<file path="src/rtl/pccard_pkg.sv">
package pccard_pkg;

  typedef enum logic [1:0] {
    SP_IO     = 2'd0,
    SP_ATTR   = 2'd1,
    SP_COMMON = 2'd2,
    SP_NONE   = 2'd3
  } space_e;

  typedef enum logic [1:0] {
    XF_IDLE = 2'd0,
    XF_WAIT = 2'd1,
    XF_DONE = 2'd2
  } xfer_state_e;

endpackage

</file>
<file path="src/rtl/pccard_decode.sv">
module pccard_decode
  import pccard_pkg::*;
#(
  parameter int ADDR_W = 28,
  localparam int OFS_W = ADDR_W - 2
) (
  input  logic [ADDR_W-1:0] addr_i,
  output logic              hit_o,
  output space_e            space_o,
  output logic [OFS_W-1:0]  ofs_o
);

  logic [1:0] quarter;
  assign quarter = addr_i[ADDR_W-1 -: 2];
  assign ofs_o   = addr_i[OFS_W-1:0];

  always_comb begin
    unique case (quarter)
      2'b00:   space_o = SP_IO;
      2'b10:   space_o = SP_ATTR;
      2'b11:   space_o = SP_COMMON;
      default: space_o = SP_NONE;  // reserved hole
    endcase
  end

  assign hit_o = (space_o != SP_NONE);

endmodule

</file>
<file path="src/rtl/pccard_slot.sv">
module pccard_slot #(
  parameter bit HOST_IRQ_EN = 1'b1
) (
  input  logic clk_i,
  input  logic rst_ni,
  input  logic insert_i,
  input  logic eject_i,
  input  logic card_irq_i,
  output logic present_o,
  output logic cd_irq_o,
  output logic ack_o,
  output logic err_o,
  output logic attach_o,
  output logic detach_o,
  output logic host_irq_o
);

  logic present_q, cd_q, ack_q, err_q, att_q, det_q;
  logic do_eject;

  // insert wins over a simultaneous eject
  assign do_eject = eject_i && !insert_i && present_q;

  always_ff @(posedge clk_i or negedge rst_ni) begin
    if (!rst_ni) begin
      present_q <= 1'b0;
      cd_q      <= 1'b0;
      ack_q     <= 1'b0;
      err_q     <= 1'b0;
      att_q     <= 1'b0;
      det_q     <= 1'b0;
    end else begin
      ack_q <= 1'b0;
      err_q <= 1'b0;
      att_q <= 1'b0;
      det_q <= 1'b0;
      if (insert_i) begin
        ack_q <= 1'b1;
        if (present_q) begin
          err_q <= 1'b1;
        end else begin
          present_q <= 1'b1;
          cd_q      <= 1'b1;
          att_q     <= 1'b1;
        end
      end else if (eject_i) begin
        ack_q <= 1'b1;
        if (!present_q) begin
          err_q <= 1'b1;
        end else begin
          present_q <= 1'b0;
          cd_q      <= 1'b0;
          det_q     <= 1'b1;
        end
      end
    end
  end

  generate
    if (HOST_IRQ_EN) begin : g_irq
      logic irq_q;
      always_ff @(posedge clk_i or negedge rst_ni) begin
        if (!rst_ni)        irq_q <= 1'b0;
        else if (do_eject)  irq_q <= 1'b0;
        else if (present_q) irq_q <= card_irq_i;
        else                irq_q <= 1'b0;
      end
      assign host_irq_o = irq_q;
    end else begin : g_no_irq
      logic unused_irq;
      assign unused_irq = card_irq_i;
      assign host_irq_o = 1'b0;
    end
  endgenerate

  assign present_o = present_q;
  assign cd_irq_o  = cd_q;
  assign ack_o     = ack_q;
  assign err_o     = err_q;
  assign attach_o  = att_q;
  assign detach_o  = det_q;

endmodule

</file>
<file path="src/rtl/pccard_xfer.sv">
module pccard_xfer
  import pccard_pkg::*;
#(
  parameter int ADDR_W = 28,
  parameter int DATA_W = 32,
  localparam int OFS_W = ADDR_W - 2
) (
  input  logic              clk_i,
  input  logic              rst_ni,
  input  logic              host_valid_i,
  input  logic              host_we_i,
  input  logic [DATA_W-1:0] host_wdata_i,
  input  logic              hit_i,
  input  space_e            space_i,
  input  logic [OFS_W-1:0]  ofs_i,
  input  logic              present_i,
  output logic              host_ready_o,
  output logic              host_rsp_o,
  output logic [DATA_W-1:0] host_rdata_o,
  output logic              card_req_o,
  output logic              card_we_o,
  output logic [1:0]        card_space_o,
  output logic [OFS_W-1:0]  card_ofs_o,
  output logic [DATA_W-1:0] card_wdata_o,
  input  logic              card_rsp_i,
  input  logic [DATA_W-1:0] card_rdata_i
);

  xfer_state_e       state_q;
  logic              we_q;
  space_e            space_q;
  logic [OFS_W-1:0]  ofs_q;
  logic [DATA_W-1:0] wdata_q, rdata_q;

  always_ff @(posedge clk_i or negedge rst_ni) begin
    if (!rst_ni) begin
      state_q <= XF_IDLE;
      we_q    <= 1'b0;
      space_q <= SP_NONE;
      ofs_q   <= '0;
      wdata_q <= '0;
      rdata_q <= '0;
    end else begin
      unique case (state_q)
        XF_IDLE: if (host_valid_i) begin
          we_q    <= host_we_i;
          space_q <= space_i;
          ofs_q   <= ofs_i;
          wdata_q <= host_wdata_i;
          rdata_q <= '0;
          state_q <= (hit_i && present_i) ? XF_WAIT : XF_DONE;
        end
        XF_WAIT: begin
          if (!present_i) begin
            rdata_q <= '0;        // card pulled mid-access
            state_q <= XF_DONE;
          end else if (card_rsp_i) begin
            rdata_q <= we_q ? '0 : card_rdata_i;
            state_q <= XF_DONE;
          end
        end
        XF_DONE: state_q <= XF_IDLE;
        default: state_q <= XF_IDLE;
      endcase
    end
  end

  assign host_ready_o = (state_q == XF_IDLE);
  assign host_rsp_o   = (state_q == XF_DONE);
  assign host_rdata_o = rdata_q;
  assign card_req_o   = (state_q == XF_WAIT);
  assign card_we_o    = we_q;
  assign card_space_o = space_q;
  assign card_ofs_o   = ofs_q;
  assign card_wdata_o = wdata_q;

endmodule

</file>
<file path="src/rtl/pccard_bridge.sv">
module pccard_bridge
  import pccard_pkg::*;
#(
  parameter int ADDR_W      = 28,
  parameter int DATA_W      = 32,
  parameter bit HOST_IRQ_EN = 1'b1
) (
  input  logic              clk_i,
  input  logic              rst_ni,
  input  logic              host_valid_i,
  input  logic              host_we_i,
  input  logic [ADDR_W-1:0] host_addr_i,
  input  logic [DATA_W-1:0] host_wdata_i,
  output logic              host_ready_o,
  output logic              host_rsp_o,
  output logic [DATA_W-1:0] host_rdata_o,
  output logic              card_req_o,
  output logic              card_we_o,
  output logic [1:0]        card_space_o,
  output logic [ADDR_W-3:0] card_ofs_o,
  output logic [DATA_W-1:0] card_wdata_o,
  input  logic              card_rsp_i,
  input  logic [DATA_W-1:0] card_rdata_i,
  input  logic              insert_i,
  input  logic              eject_i,
  output logic              ctl_ack_o,
  output logic              ctl_err_o,
  output logic              attach_o,
  output logic              detach_o,
  output logic              present_o,
  output logic              cd_irq_o,
  input  logic              card_irq_i,
  output logic              host_irq_o
);

  localparam int OFS_W = ADDR_W - 2;

  logic             dec_hit;
  space_e           dec_space;
  logic [OFS_W-1:0] dec_ofs;
  logic             present;

  pccard_decode #(.ADDR_W(ADDR_W)) u_decode (
    .addr_i  (host_addr_i),
    .hit_o   (dec_hit),
    .space_o (dec_space),
    .ofs_o   (dec_ofs)
  );

  pccard_slot #(.HOST_IRQ_EN(HOST_IRQ_EN)) u_slot (
    .clk_i      (clk_i),
    .rst_ni     (rst_ni),
    .insert_i   (insert_i),
    .eject_i    (eject_i),
    .card_irq_i (card_irq_i),
    .present_o  (present),
    .cd_irq_o   (cd_irq_o),
    .ack_o      (ctl_ack_o),
    .err_o      (ctl_err_o),
    .attach_o   (attach_o),
    .detach_o   (detach_o),
    .host_irq_o (host_irq_o)
  );

  pccard_xfer #(.ADDR_W(ADDR_W), .DATA_W(DATA_W)) u_xfer (
    .clk_i        (clk_i),
    .rst_ni       (rst_ni),
    .host_valid_i (host_valid_i),
    .host_we_i    (host_we_i),
    .host_wdata_i (host_wdata_i),
    .hit_i        (dec_hit),
    .space_i      (dec_space),
    .ofs_i        (dec_ofs),
    .present_i    (present),
    .host_ready_o (host_ready_o),
    .host_rsp_o   (host_rsp_o),
    .host_rdata_o (host_rdata_o),
    .card_req_o   (card_req_o),
    .card_we_o    (card_we_o),
    .card_space_o (card_space_o),
    .card_ofs_o   (card_ofs_o),
    .card_wdata_o (card_wdata_o),
    .card_rsp_i   (card_rsp_i),
    .card_rdata_i (card_rdata_i)
  );

  assign present_o = present;

endmodule

</file>
<file path="config.mk">
export PLATFORM = sky130hd
export DESIGN_NAME = pccard_bridge
export DESIGN_NICKNAME = d
export VERILOG_FILES = /design/src/rtl/pccard_pkg.sv /design/src/rtl/pccard_decode.sv /design/src/rtl/pccard_slot.sv /design/src/rtl/pccard_xfer.sv /design/src/rtl/pccard_bridge.sv
export SDC_FILE = /design/constraint.sdc
export NUM_CORES = 1
export LEC_CHECK = 0
export CAP_MARGIN = 25
export CELL_PAD_IN_SITES_DETAIL_PLACEMENT = 2
export CELL_PAD_IN_SITES_GLOBAL_PLACEMENT = 2
export CORE_MARGIN = 2
export CORE_UTILIZATION = 27
export DETAILED_ROUTE_END_ITERATION = 16
export PLACE_DENSITY = 0.93
export SYNTH_ARGS = -nofsm -noshare
export SYNTH_HDL_FRONTEND = slang
export SYNTH_HIERARCHICAL = 1
export SYNTH_SLANG_ARGS = --single-unit
</file>
<file path="constraint.sdc">
create_clock -name clk_i -period 4.2 [get_ports clk_i]
set_clock_uncertainty 0.05 [all_clocks]
set_input_delay 0.84 -clock clk_i [delete_from_list [all_inputs] [get_ports clk_i]]
set_output_delay 0.84 -clock clk_i [all_outputs]
set_load 0.02 [all_outputs]
</file>
After elaboration in Yosys (flattened, before gate mapping)
Index checks and enable logic that the tools add are counted.
- register bits after elaboration: 102
- input bits: 100
- reductions and logical operators: 13
- equal/unequal tests: 8
- mux-type cells: 28
- operators with widths (cell ; count):
    2-to-1 mux 32 bit ; 4
    case mux 32 bit (2 select lines) ; 1
    2-to-1 mux 1 bit ; 17
    2-to-1 mux 2 bit ; 4
    == test 2 bit (second input constant) ; 3
    inequality test 2 bit (second input constant) ; 3
    case mux 2 bit (3 select lines) ; 1
    AND reduction 3 bit ; 2
    nonzero test 2 bit ; 3
    logical NOT 2 bit ; 2
    case mux 2 bit (2 select lines) ; 1
    AND reduction 2 bit ; 2
    logical AND 1 bit ; 3
    inequality test 3 bit (second input constant) ; 1
    == test 2 x 1 -> 1 bit (second input constant) ; 1
    logical NOT 1 bit ; 1

Depth between registers and ports, before layout
Gate-level depths: netlist (run 1).
- word-level depth: 7
- mapped depth: 5
- mapped depth without buffers: 5

Hierarchy
The synthesis (run 1) kept the hierarchy.
- modules (own cells, without submodules) (module ; times used ; cells an instance ; area each (sq um)):
    pccard_xfer ; 1 ; 278 ; 3806.2
    pccard_decode ; 1 ; 33 ; 250.2
    pccard_slot ; 1 ; 19 ; 249.0

Least setup slack after synthesis (run 1)
No wires, ideal clock.
- kind: in2reg
- from: in host_valid_i
- to: reg u_xfer.wdata_q[0] (netlist: u_xfer/card_wdata_o[0])
- slack: 2.238 ns
- arrival time: 1.787 ns
- library setup time: 0.125 ns
- buffers on the path: 2
- stages on the path: 4
- path through: nor3b_1 -> clkbuf_1 -> buf_2 -> mux2_2
- word-level cells in the longest chain between the ends: 1
- ends and longest elaborated chain (item ; line ; text):
    start, declared ; pccard_bridge.sv:10 ; input logic host_valid_i,
    AND reduction 2 bit (no line) ; n/a ;
    end signal, assigned ; pccard_xfer.sv:49 ; wdata_q <= host_wdata_i;
    end, declared ; pccard_xfer.sv:33 ; logic [DATA_W-1:0] wdata_q, rdata_q;
No other way between the ends.
A chain may end at the register's enable or synchronous reset.

Worst setup path after layout (run 1)
- from: in card_rsp_i
- to: reg u_xfer.rdata_q[27] (netlist: u_xfer/host_rdata_o[27])
- word-level cells in the longest chain between the ends: 2
- ends and longest elaborated chain (item ; line ; text):
    start, declared ; pccard_bridge.sv:22 ; input logic card_rsp_i,
    inequality test 3 bit (no line) ; n/a ;
    AND reduction 3 bit (no line) ; n/a ;
    end signal, assigned ; pccard_xfer.sv:58 ; rdata_q <= we_q ? '0 : card_rdata_i;
    end, declared ; pccard_xfer.sv:33 ;
No other way between the ends.

==> qor.yml, run 1 <==
status:
  status: "completed"
power:
  internal_power_w: 0.002456
  p_clk_frac: 0.216
  ir_worst_vdd_mv: 0.2737
  sw_frac_of_total: 0.3382
  cellPowerDensity_mw_per_mm2: 557.5
  switchingPower_w: 0.001255
  pwr-share-seq: 0.380
  p_leak_nw: 2.758
  combPwrFrac: 0.404
cts:
  clk_pin_slew_ps: 70
  cts_hold_buf: 0
  insertion_delay_ps: 340
  cts_tree: "yes"
  cts_htree_levels: 3
  root_buffer: "clkbuf_16"
  cts_setup_buffers: 0
  cts_max_path_buffers: 2
  postCtsResizedCells: 0
  cts_buffers: 9
  cts_sinks: 102
final_layout:
  antenna_cells: 0
  fin_nets: 613
  drive_gt1_frac: 0.1712
  area_growth_pct: 54.61
  final_util: 0.4236
floorplan:
  dieArea_mm2: 0.01697
  coreArea_mm2: 0.01571
  row_count: 46
  die_h_um: 130.3
  initial_utilization: 0.2740
  num_io_pins: 203
  chipWidth_um: 130.3
yosys:
  synthFlopType: "dfrtp_1"
  synthAdderAreaFrac: 0.01162
  synth_area_mm2: 0.004305
  synth_top_family_by_area: "multiplexers"
  synthXorXnorAreaFrac: 0
  synth_mux_area_frac: 0.2339
  yosys.area_share.simple: 0.04969
  synth_top_area_frac: 0.5812
  synth_seq_area_share: 0.5934
  synth.most_common_cell: "dfrtp_1"
  synthDistinctLibCells: 25
  post-synth-top-area-cell: "dfrtp_1"
  synth_compound_area_frac: 0.01279
  async_flop_share: 1.000
  avgSynthCellArea_um2: 13.05
  synth.area.top_cells: "dfrtp_1, mux2_2, mux2i_1"
  syn_nets: 434
  synthCells: 330
  synth_edf_count: 0
  synth_seq_cells: 102
  synthTopCellsByCount: "dfrtp_1, mux2_2, inv_1"
  yosys_warnings: 6
grt:
  grt_first_pass_wirelength_mm: 20.67
  antenna_found_initial: 0
  grt_max_degree: 50
  grt_pass1_vias: 3834
  grt.total_usage: 0.1619
  overflow: 0
placement:
  gp_congestion: 0.7013
  port-buffer-count: 202
  dp_slack_ps: 1096
  dp_hpwl_mm: 10.30
critical_path:
  crit_path_start_kind: "primary input"
  cp_slowest_cell: "a311oi_4"
  crit_path_max_incr_delay_ps: 740
  cp_data_arrival_time_ps: 2910
  critPathKind: "primary input to register"
  end_kind: "register"
  cp_cell_sequence: "clkdlybuf4s50_1 -> inv_1 -> a311oi_4 -> buf_4 -> mux2i_1"
  cp.required_ps: 4410
  cp_top_family: "buffers and inverters"
  cp_max_fo: 23
  path_buf_inv: 3
route:
  first_iter_violations: 80
  via_count: 3088
  dr.pass1.iters: 4
  detail_route.wl_per_cell_um: 18.38
  wl_mm: 13.42
  drt-vias-per-instance: 4.230
  route.detailed.drc: 0
  ant_nets: 0
sta:
  hold_viol: 0
  setup_viol: 0
  tightest_slew_ps: 797.4
  post-route-period-util: 0.6434
  fin_tns_setup_ps: 0
  slew_headroom: 0.4684
  clock.fmax_mhz: 370.0
  fin_ws_ps: 1498
  slew_viol_final: 0
  layout_min_cycle_time_ps: 2702
  rsz0062_at_grt: "no"
worst_hold_path:
  min_path_type: "primary input to async pin"
flow_run:
  max_cap_violations: 0
==> placed cells by master (no fill, tap or decap), types with 2 or more instances in the layout <==
master	count
mux2i_1	32
nand2_1	33
mux2_2	61
ha_1	4
buf_4	7
nor2b_1	3
inv_1	38
clkinv_4	2
dfrtp_1	100
nor2_1	3
clkinv_2	2
clkdlybuf4s50_1	201
dfstp_2	2
or2_1	2
nand2b_1	2
clkbuf_16	9
==> worst register-to-register path, cell delays in order (launching register included) <==
cell and delay, ps:
dfrtp_1 540, nor2_1 130, a311oi_4 730, buf_4 500
mux2i_1 280
==> sequential cells by signal, indices dropped and copies added (netlist names) <==
name	cells
u_slot/ack_o	1
u_slot/attach_o	1
u_slot/cd_irq_o	1
u_slot/detach_o	1
u_slot/err_o	1
u_slot/host_irq_o	1
u_slot/present_o	1
u_xfer/card_ofs_o	26
u_xfer/card_space_o	2
u_xfer/card_wdata_o	32
u_xfer/card_we_o	1
u_xfer/host_rdata_o	32
u_xfer/state_q	2
==> path summary, 6_finish.rpt <==
| kind | slack, ps | depth (start not counted) | to | startpoint |
|---|---|---|---|---|
| max | 1500 | 5 | u_xfer/host_rdata_o[27] | card_rsp_i |
| min | 400 | 1 | u_xfer/card_wdata_o[28] | rst_ni |
| max reg2reg | 1880 | 4 | u_xfer/host_rdata_o[27] | u_xfer/state_q[0] |
| min reg2reg | 460 | 1 | u_xfer/card_wdata_o[20] | u_xfer/card_wdata_o[20] |
| max in group asynchronous | 2820 | 2 | u_xfer/host_rdata_o[5] | rst_ni |
| min in group clk_i | 460 | 1 | u_xfer/card_wdata_o[20] | u_xfer/card_wdata_o[20] |
==> metal layers <==
metal  vias up  global-route usage  routed length [um]
li1       1393                   -                   -
met1      1565              0.1650                4757
met2       109              0.3107                7542
met3        21             0.03854                 755
met4         0             0.07400                 360
met5         -                   0                   0
==> final cells by class <==
| type | count | area [um^2] |
|---|---|---|
| tap | 216 | 270.3 |
| timing repair buffer | 208 | 2064 |
| clock buffer | 11 | 242.7 |
| fill | 1614 | 9056 |
| clock inverter | 5 | 35.03 |
| multi-input combinational | 150 | 1346 |
| sequential | 102 | 2555 |
| inverter | 38 | 142.6 |
==> through the flow <==
step | total power (W) | hold WS (ps) | instances | area, um^2
after CTS | 0.003779 | 405.2 | 730 | 6656
after detailed placement | 0.002950 | 447.1 | 714 | 6379
after global routing | 0.003901 | 424.4 | 730 | 6656
after floorplan | 0.002155 | 494.4 | 330 | 4305
final | 0.003711 | 398.6 | 730 | 6656
after global placement | 0.002865 | 436.3 | 714 | 6379
==> kinds of logic after synthesis <==
group                      after synthesis
DFF                                    102
muxes                                   93
buffers and inverters                   78
and+or+nand+nor                         48
AOI/OAI and AO/OA                        5
adders and majority gates                4
==> power groups by stage <==
| stage | registers (W) | logic, W | clock network (W) |
|---|---|---|---|
| finish | 0.00141 | 0.00150 | 0.000802 |
| global route | 0.00145 | 0.00159 | 0.000869 |
| CTS | 0.00142 | 0.00153 | 0.000834 |
| detailed placement | 0.00143 | 0.00152 | 0 |
| global placement | 0.00140 | 0.00147 | 0 |
| floorplan | 0.00172 | 0.000437 | 0 |
No activity file was read; power rests on OpenSTA's default activity.
==> run 2, diff against run 1 <==
--- a/config.mk
+++ b/config.mk
@@ -9,9 +9,9 @@
 export CELL_PAD_IN_SITES_DETAIL_PLACEMENT = 2
 export CELL_PAD_IN_SITES_GLOBAL_PLACEMENT = 2
 export CORE_MARGIN = 2
-export CORE_UTILIZATION = 27
+export CORE_UTILIZATION = 25
 export DETAILED_ROUTE_END_ITERATION = 16
-export PLACE_DENSITY = 0.93
+export PLACE_DENSITY = 0.87
 export SYNTH_ARGS = -nofsm -noshare
 export SYNTH_HDL_FRONTEND = slang
 export SYNTH_HIERARCHICAL = 1
==> constraint.sdc (replaced) <==
create_clock -name clk_i -period 2.8 [get_ports clk_i]
set_clock_uncertainty 0.05 [all_clocks]
set_input_delay 0.56 -clock clk_i [delete_from_list [all_inputs] [get_ports clk_i]]
set_output_delay 0.56 -clock clk_i [all_outputs]
set_load 0.02 [all_outputs]
==> qor.yml, run 2 (same netlist as run 1, synthesis figures left out) <==
sta:
  hold_viol: 0
  fin_tns_setup_ps: 0
  post-route-period-util: 0.8449
  setup_viol: 0
  rsz0062_at_grt: "no"
  tightest_slew_ps: 607.7
  slew_viol_final: 0
  clock.fmax_mhz: 422.7
  layout_min_cycle_time_ps: 2366
  hold_slack_ps: 151.4
  slew_headroom: 0.5949
floorplan:
  die_h_um: 135.2
  coreArea_mm2: 0.01670
  chipWidth_um: 135.2
  row_count: 47
  dieArea_mm2: 0.01829
  num_io_pins: 203
  initial_utilization: 0.2578
final_layout:
  final_cell_mix: "clkdlybuf4s50_1, dfrtp_1, mux2_2"
  num-fill-cells: 1726
  design_area_mm2: 0.006706
  seq_area_mm2: 0.002555
  drive_gt1_frac: 0.1680
  multi_input_area_mm2: 0.001346
  layout_commonest_cell: "clkdlybuf4s50_1"
  final_util: 0.4016
  area_growth_pct: 55.77
  fin_nets: 611
  antenna_cells: 0
critical_path:
  cp_top_family: "buffers and inverters"
  end_kind: "output pin"
  cp_max_fo: 7
  reg2reg_slack_ps: 1080
  cp_cell_sequence: "nor2b_1 -> clkdlybuf4s50_1"
  critPathCapture: "card_req_o"
  critical_path_depth: 2
  rr_startpoint: "u_xfer/state_q[1]"
  startpoint: "u_xfer/state_q[0]"
  worstReg2RegEnd: "u_xfer/card_ofs_o[5]"
  cp_data_arrival_time_ps: 1760
  path_buf_inv: 1
  cp_slowest_cell: "clkdlybuf4s50_1"
  r2r_cells: 3
  critPathKind: "register to output pin"
  cp.required_ps: 2190
  crit_path_start_kind: "register"
  crit_path_max_incr_delay_ps: 660
grt:
  busiest_layer: "met2"
  use_met1: 0.1590
  grt_first_pass_wirelength_mm: 20.22
  grt.total_usage: 0.1441
  grt_use_met2: 0.2682
  grt_pass1_vias: 3650
  grt_max_degree: 63
  overflow: 0
  antenna_found_initial: 1
  gr-usage-met3: 0.03517
cts:
  clk_pin_slew_ps: 70
  cts_tree: "yes"
  cts_setup_buffers: 0
  cts_max_path_buffers: 2
  cts_htree_levels: 3
  root_buffer: "clkbuf_16"
  cts_sinks: 102
  postCtsResizedCells: 0
  insertion_delay_ps: 340
  cts_hold_buf: 0
  cts_buffers: 9
route:
  via_count: 3047
  drt-vias-per-instance: 4.163
  wl_mm: 12.80
  ant_nets: 0
  route.detailed.drc: 0
  dr.pass1.iters: 4
  first_iter_violations: 67
  detail_route.wl_per_cell_um: 17.49
placement:
  port-buffer-count: 202
  post_dp_cell_area_mm2: 0.006406
  dp_hpwl_mm: 9.682
  gp_congestion: 0.7386
power:
  p_leak_nw: 2.775
  ir_worst_vdd_mv: 0.4285
  cellPowerDensity_mw_per_mm2: 840.8
worst_hold_path:
  min_path_type: "primary input to async pin"
status:
  status: "completed"
flow_run:
  max_cap_violations: 0
==> run 2: changes by cell type in the layout (fill, tap and decap cells not counted), sizes merged <==
cell      change
buf           -2
bufinv        +1
clkinv        -1
clkinvlp      -1
inv           +1
==> run 2: area by class of cell <==
class | instances | share of cell area
clock inverters | 5 | 0.008582
clock buffers | 11 | 0.03619
flip-flops and latches | 102 | 0.3810
inverters | 38 | 0.02127
repair buffers | 206 | 0.3112
multi-input cells | 150 | 0.2007
well taps | 220 | 0.04104
==> run 2: stage by stage <==
stage / cells / worst slack (ps) / power, W
final: 732 / 434.3 / 0.005638
after global routing: 732 / 342.8 / 0.005947
after CTS: 732 / 395.9 / 0.005754
after detailed placement: 716 / 557.2 / 0.004418
after global placement: 716 / 592.9 / 0.004314
after floorplan: 330 / 1118 / 0.003232
==> run 2: layer usage <==
layer	up-vias	wire, um
met5	-	0
met4	0	220
met3	12	699
met2	91	7149
met1	1550	4734
li1	1394	-
==> run 2: worst min-delay path by stage <==
stage / slack [ps] / endpoint / start / depth (start not counted)
final: 150 / u_xfer/host_rdata_o[16] / rst_ni / 1
after global routing: 190 / u_xfer/host_rdata_o[16] / rst_ni / 1
after CTS: 180 / u_xfer/host_rdata_o[18] / rst_ni / 1
after detailed placement: 450 / u_xfer/card_ofs_o[13] / u_xfer/card_ofs_o[13] / 1
after global placement: 430 / u_slot/cd_irq_o / u_slot/cd_irq_o / 1
after floorplan: 210 / u_slot/ack_o / rst_ni / 0
==> run 2: report_power, final <==
part	internal, W	switching [W]
clock network	0.000721	0.000568
logic	0.00120	0.00105
registers	0.00187	0.000231
==> run 3, diff against run 2 <==
==> constraint.sdc (replaced) <==
create_clock -name clk_i -period 2.2 [get_ports clk_i]
set_clock_uncertainty 0.05 [all_clocks]
set_input_delay 0.44 -clock clk_i [delete_from_list [all_inputs] [get_ports clk_i]]
set_output_delay 0.44 -clock clk_i [all_outputs]
set_load 0.02 [all_outputs]
==> qor.yml, run 3 (same netlist as run 1, synthesis figures left out) <==
route:
  drt-vias-per-instance: 4.170
  detail_route.wl_per_cell_um: 18.30
  route.detailed.drc: 0
  first_iter_violations: 44
  dr.pass1.iters: 4
  ant_nets: 0
  wl_mm: 13.47
  via_count: 3069
placement:
  dp_hpwl_mm: 10.24
  port-buffer-count: 202
  gp_congestion: 0.7431
floorplan:
  dieArea_mm2: 0.01829
  coreArea_mm2: 0.01670
  row_count: 47
  num_io_pins: 203
  die_h_um: 135.2
  chipWidth_um: 135.2
  initial_utilization: 0.2578
cts:
  cts_sinks: 102
  cts_buffers: 9
  cts_htree_levels: 3
  cts_max_path_buffers: 2
  insertion_delay_ps: 340
  cts_setup_buffers: 0
  clk_pin_slew_ps: 70
  cts_hold_buf: 0
  cts_tree: "yes"
  root_buffer: "clkbuf_16"
status:
  status: "completed"
grt:
  antenna_found_initial: 0
  overflow: 0
  grt.total_usage: 0.1524
  grt_max_degree: 63
  grt_first_pass_wirelength_mm: 21.07
  grt_pass1_vias: 3714
final_layout:
  final_cell_mix: "clkdlybuf4s50_1, dfrtp_1, mux2_2"
  antenna_cells: 0
  drive_gt1_frac: 0.1783
  layout_commonest_cell: "clkdlybuf4s50_1"
  fin_nets: 615
  area_growth_pct: 57.25
sta:
  post-route-period-util: 0.9458
  slew_headroom: 0.6309
  hold_slack_ps: 27.83
  tightest_slew_ps: 553.6
  hold_viol: 0
  layout_min_cycle_time_ps: 2081
  slew_viol_final: 0
  clock.fmax_mhz: 480.6
  setup_viol: 0
  fin_tns_setup_ps: 0
  rsz0062_at_grt: "no"
critical_path:
  end_kind: "output pin"
  path_buf_inv: 1
  cp_data_arrival_time_ps: 1590
  critPathKind: "register to output pin"
  cp_max_fo: 7
  crit_path_start_kind: "register"
  cp_slowest_cell: "clkdlybuf4s50_1"
  cp_top_family: "buffers and inverters"
  crit_path_max_incr_delay_ps: 630
  cp.required_ps: 1710
  cp_cell_sequence: "nor2b_1 -> clkdlybuf4s50_1"
worst_hold_path:
  min_path_type: "primary input to async pin"
power:
  cellPowerDensity_mw_per_mm2: 1080
  p_leak_nw: 2.817
  ir_worst_vdd_mv: 0.5175
flow_run:
  max_cap_violations: 0
[run 3: worst reg2reg max path, cell delays in order (launching register included)]
cell and delay, ps:
dfrtp_1 500, nor2_1 130, a311oi_4 450, buf_12 250
mux2i_1 240
[run 3: timing repair]
action	CTS	global route
pin swaps	0	0
hold endpoints to repair	0	0
resized for setup	2	1
endpoints found under the setup margin	2	1
[run 3: path summary, 6_finish.rpt]
kind	start	to	slack, ps	cells after the start
worst max-delay path	u_xfer/state_q[0]	host_rsp_o	120	2
worst min-delay path	rst_ni	u_xfer/host_rdata_o[16]	30	1
worst max register to register	u_xfer/state_q[0]	u_xfer/host_rdata_o[13]	490	4
worst min register to register	u_slot/cd_irq_o	u_slot/cd_irq_o	460	1
max in group asynchronous	rst_ni	u_slot/present_o	1400	2
min in group clk_i	u_slot/cd_irq_o	u_slot/cd_irq_o	460	1
[run 3: stage by stage]
stage	setup slack, ps	instance area, um^2	total power, W	std cells	utilization
global placement	117.7	6449	0.005515	720	0.3861
global route	41.06	6770	0.007696	736	0.4054
detailed placement	77.59	6449	0.005672	720	0.3861
finish	119.3	6770	0.007310	736	0.4054
floorplan	614.1	4305	0.004113	330	-
CTS	21.07	6768	0.007458	736	0.4052
[run 3: report_power, final]
part	leakage, nW	switching, W	internal, W
combinational	1.40	0.00136	0.00154
clock	0.159	0.000742	0.000982
sequential	1.26	0.000302	0.00238
[run 3: layout make-up]
class                      instances  area (um^2)
clock buffer                      12        266.5
inverter                          38        142.6
tap                              220        275.3
clock inverter                     4        52.55
multi-input combinational        150         1346
timing repair buffer             210         2131
fill                            1708         9931
sequential                       102         2556
[run 3: routing by layer]
| layer | track usage | vias up | wire, um | part of all wire |
|---|---|---|---|---|
| met5 | 0 | - | 0 | 0 |
| met4 | 0.07581 | 0 | 457 | 0.034 |
| met3 | 0.03591 | 21 | 710 | 0.053 |
| met2 | 0.2868 | 103 | 7515 | 0.56 |
| met1 | 0.1575 | 1548 | 4786 | 0.36 |
| li1 | - | 1397 | - | - |
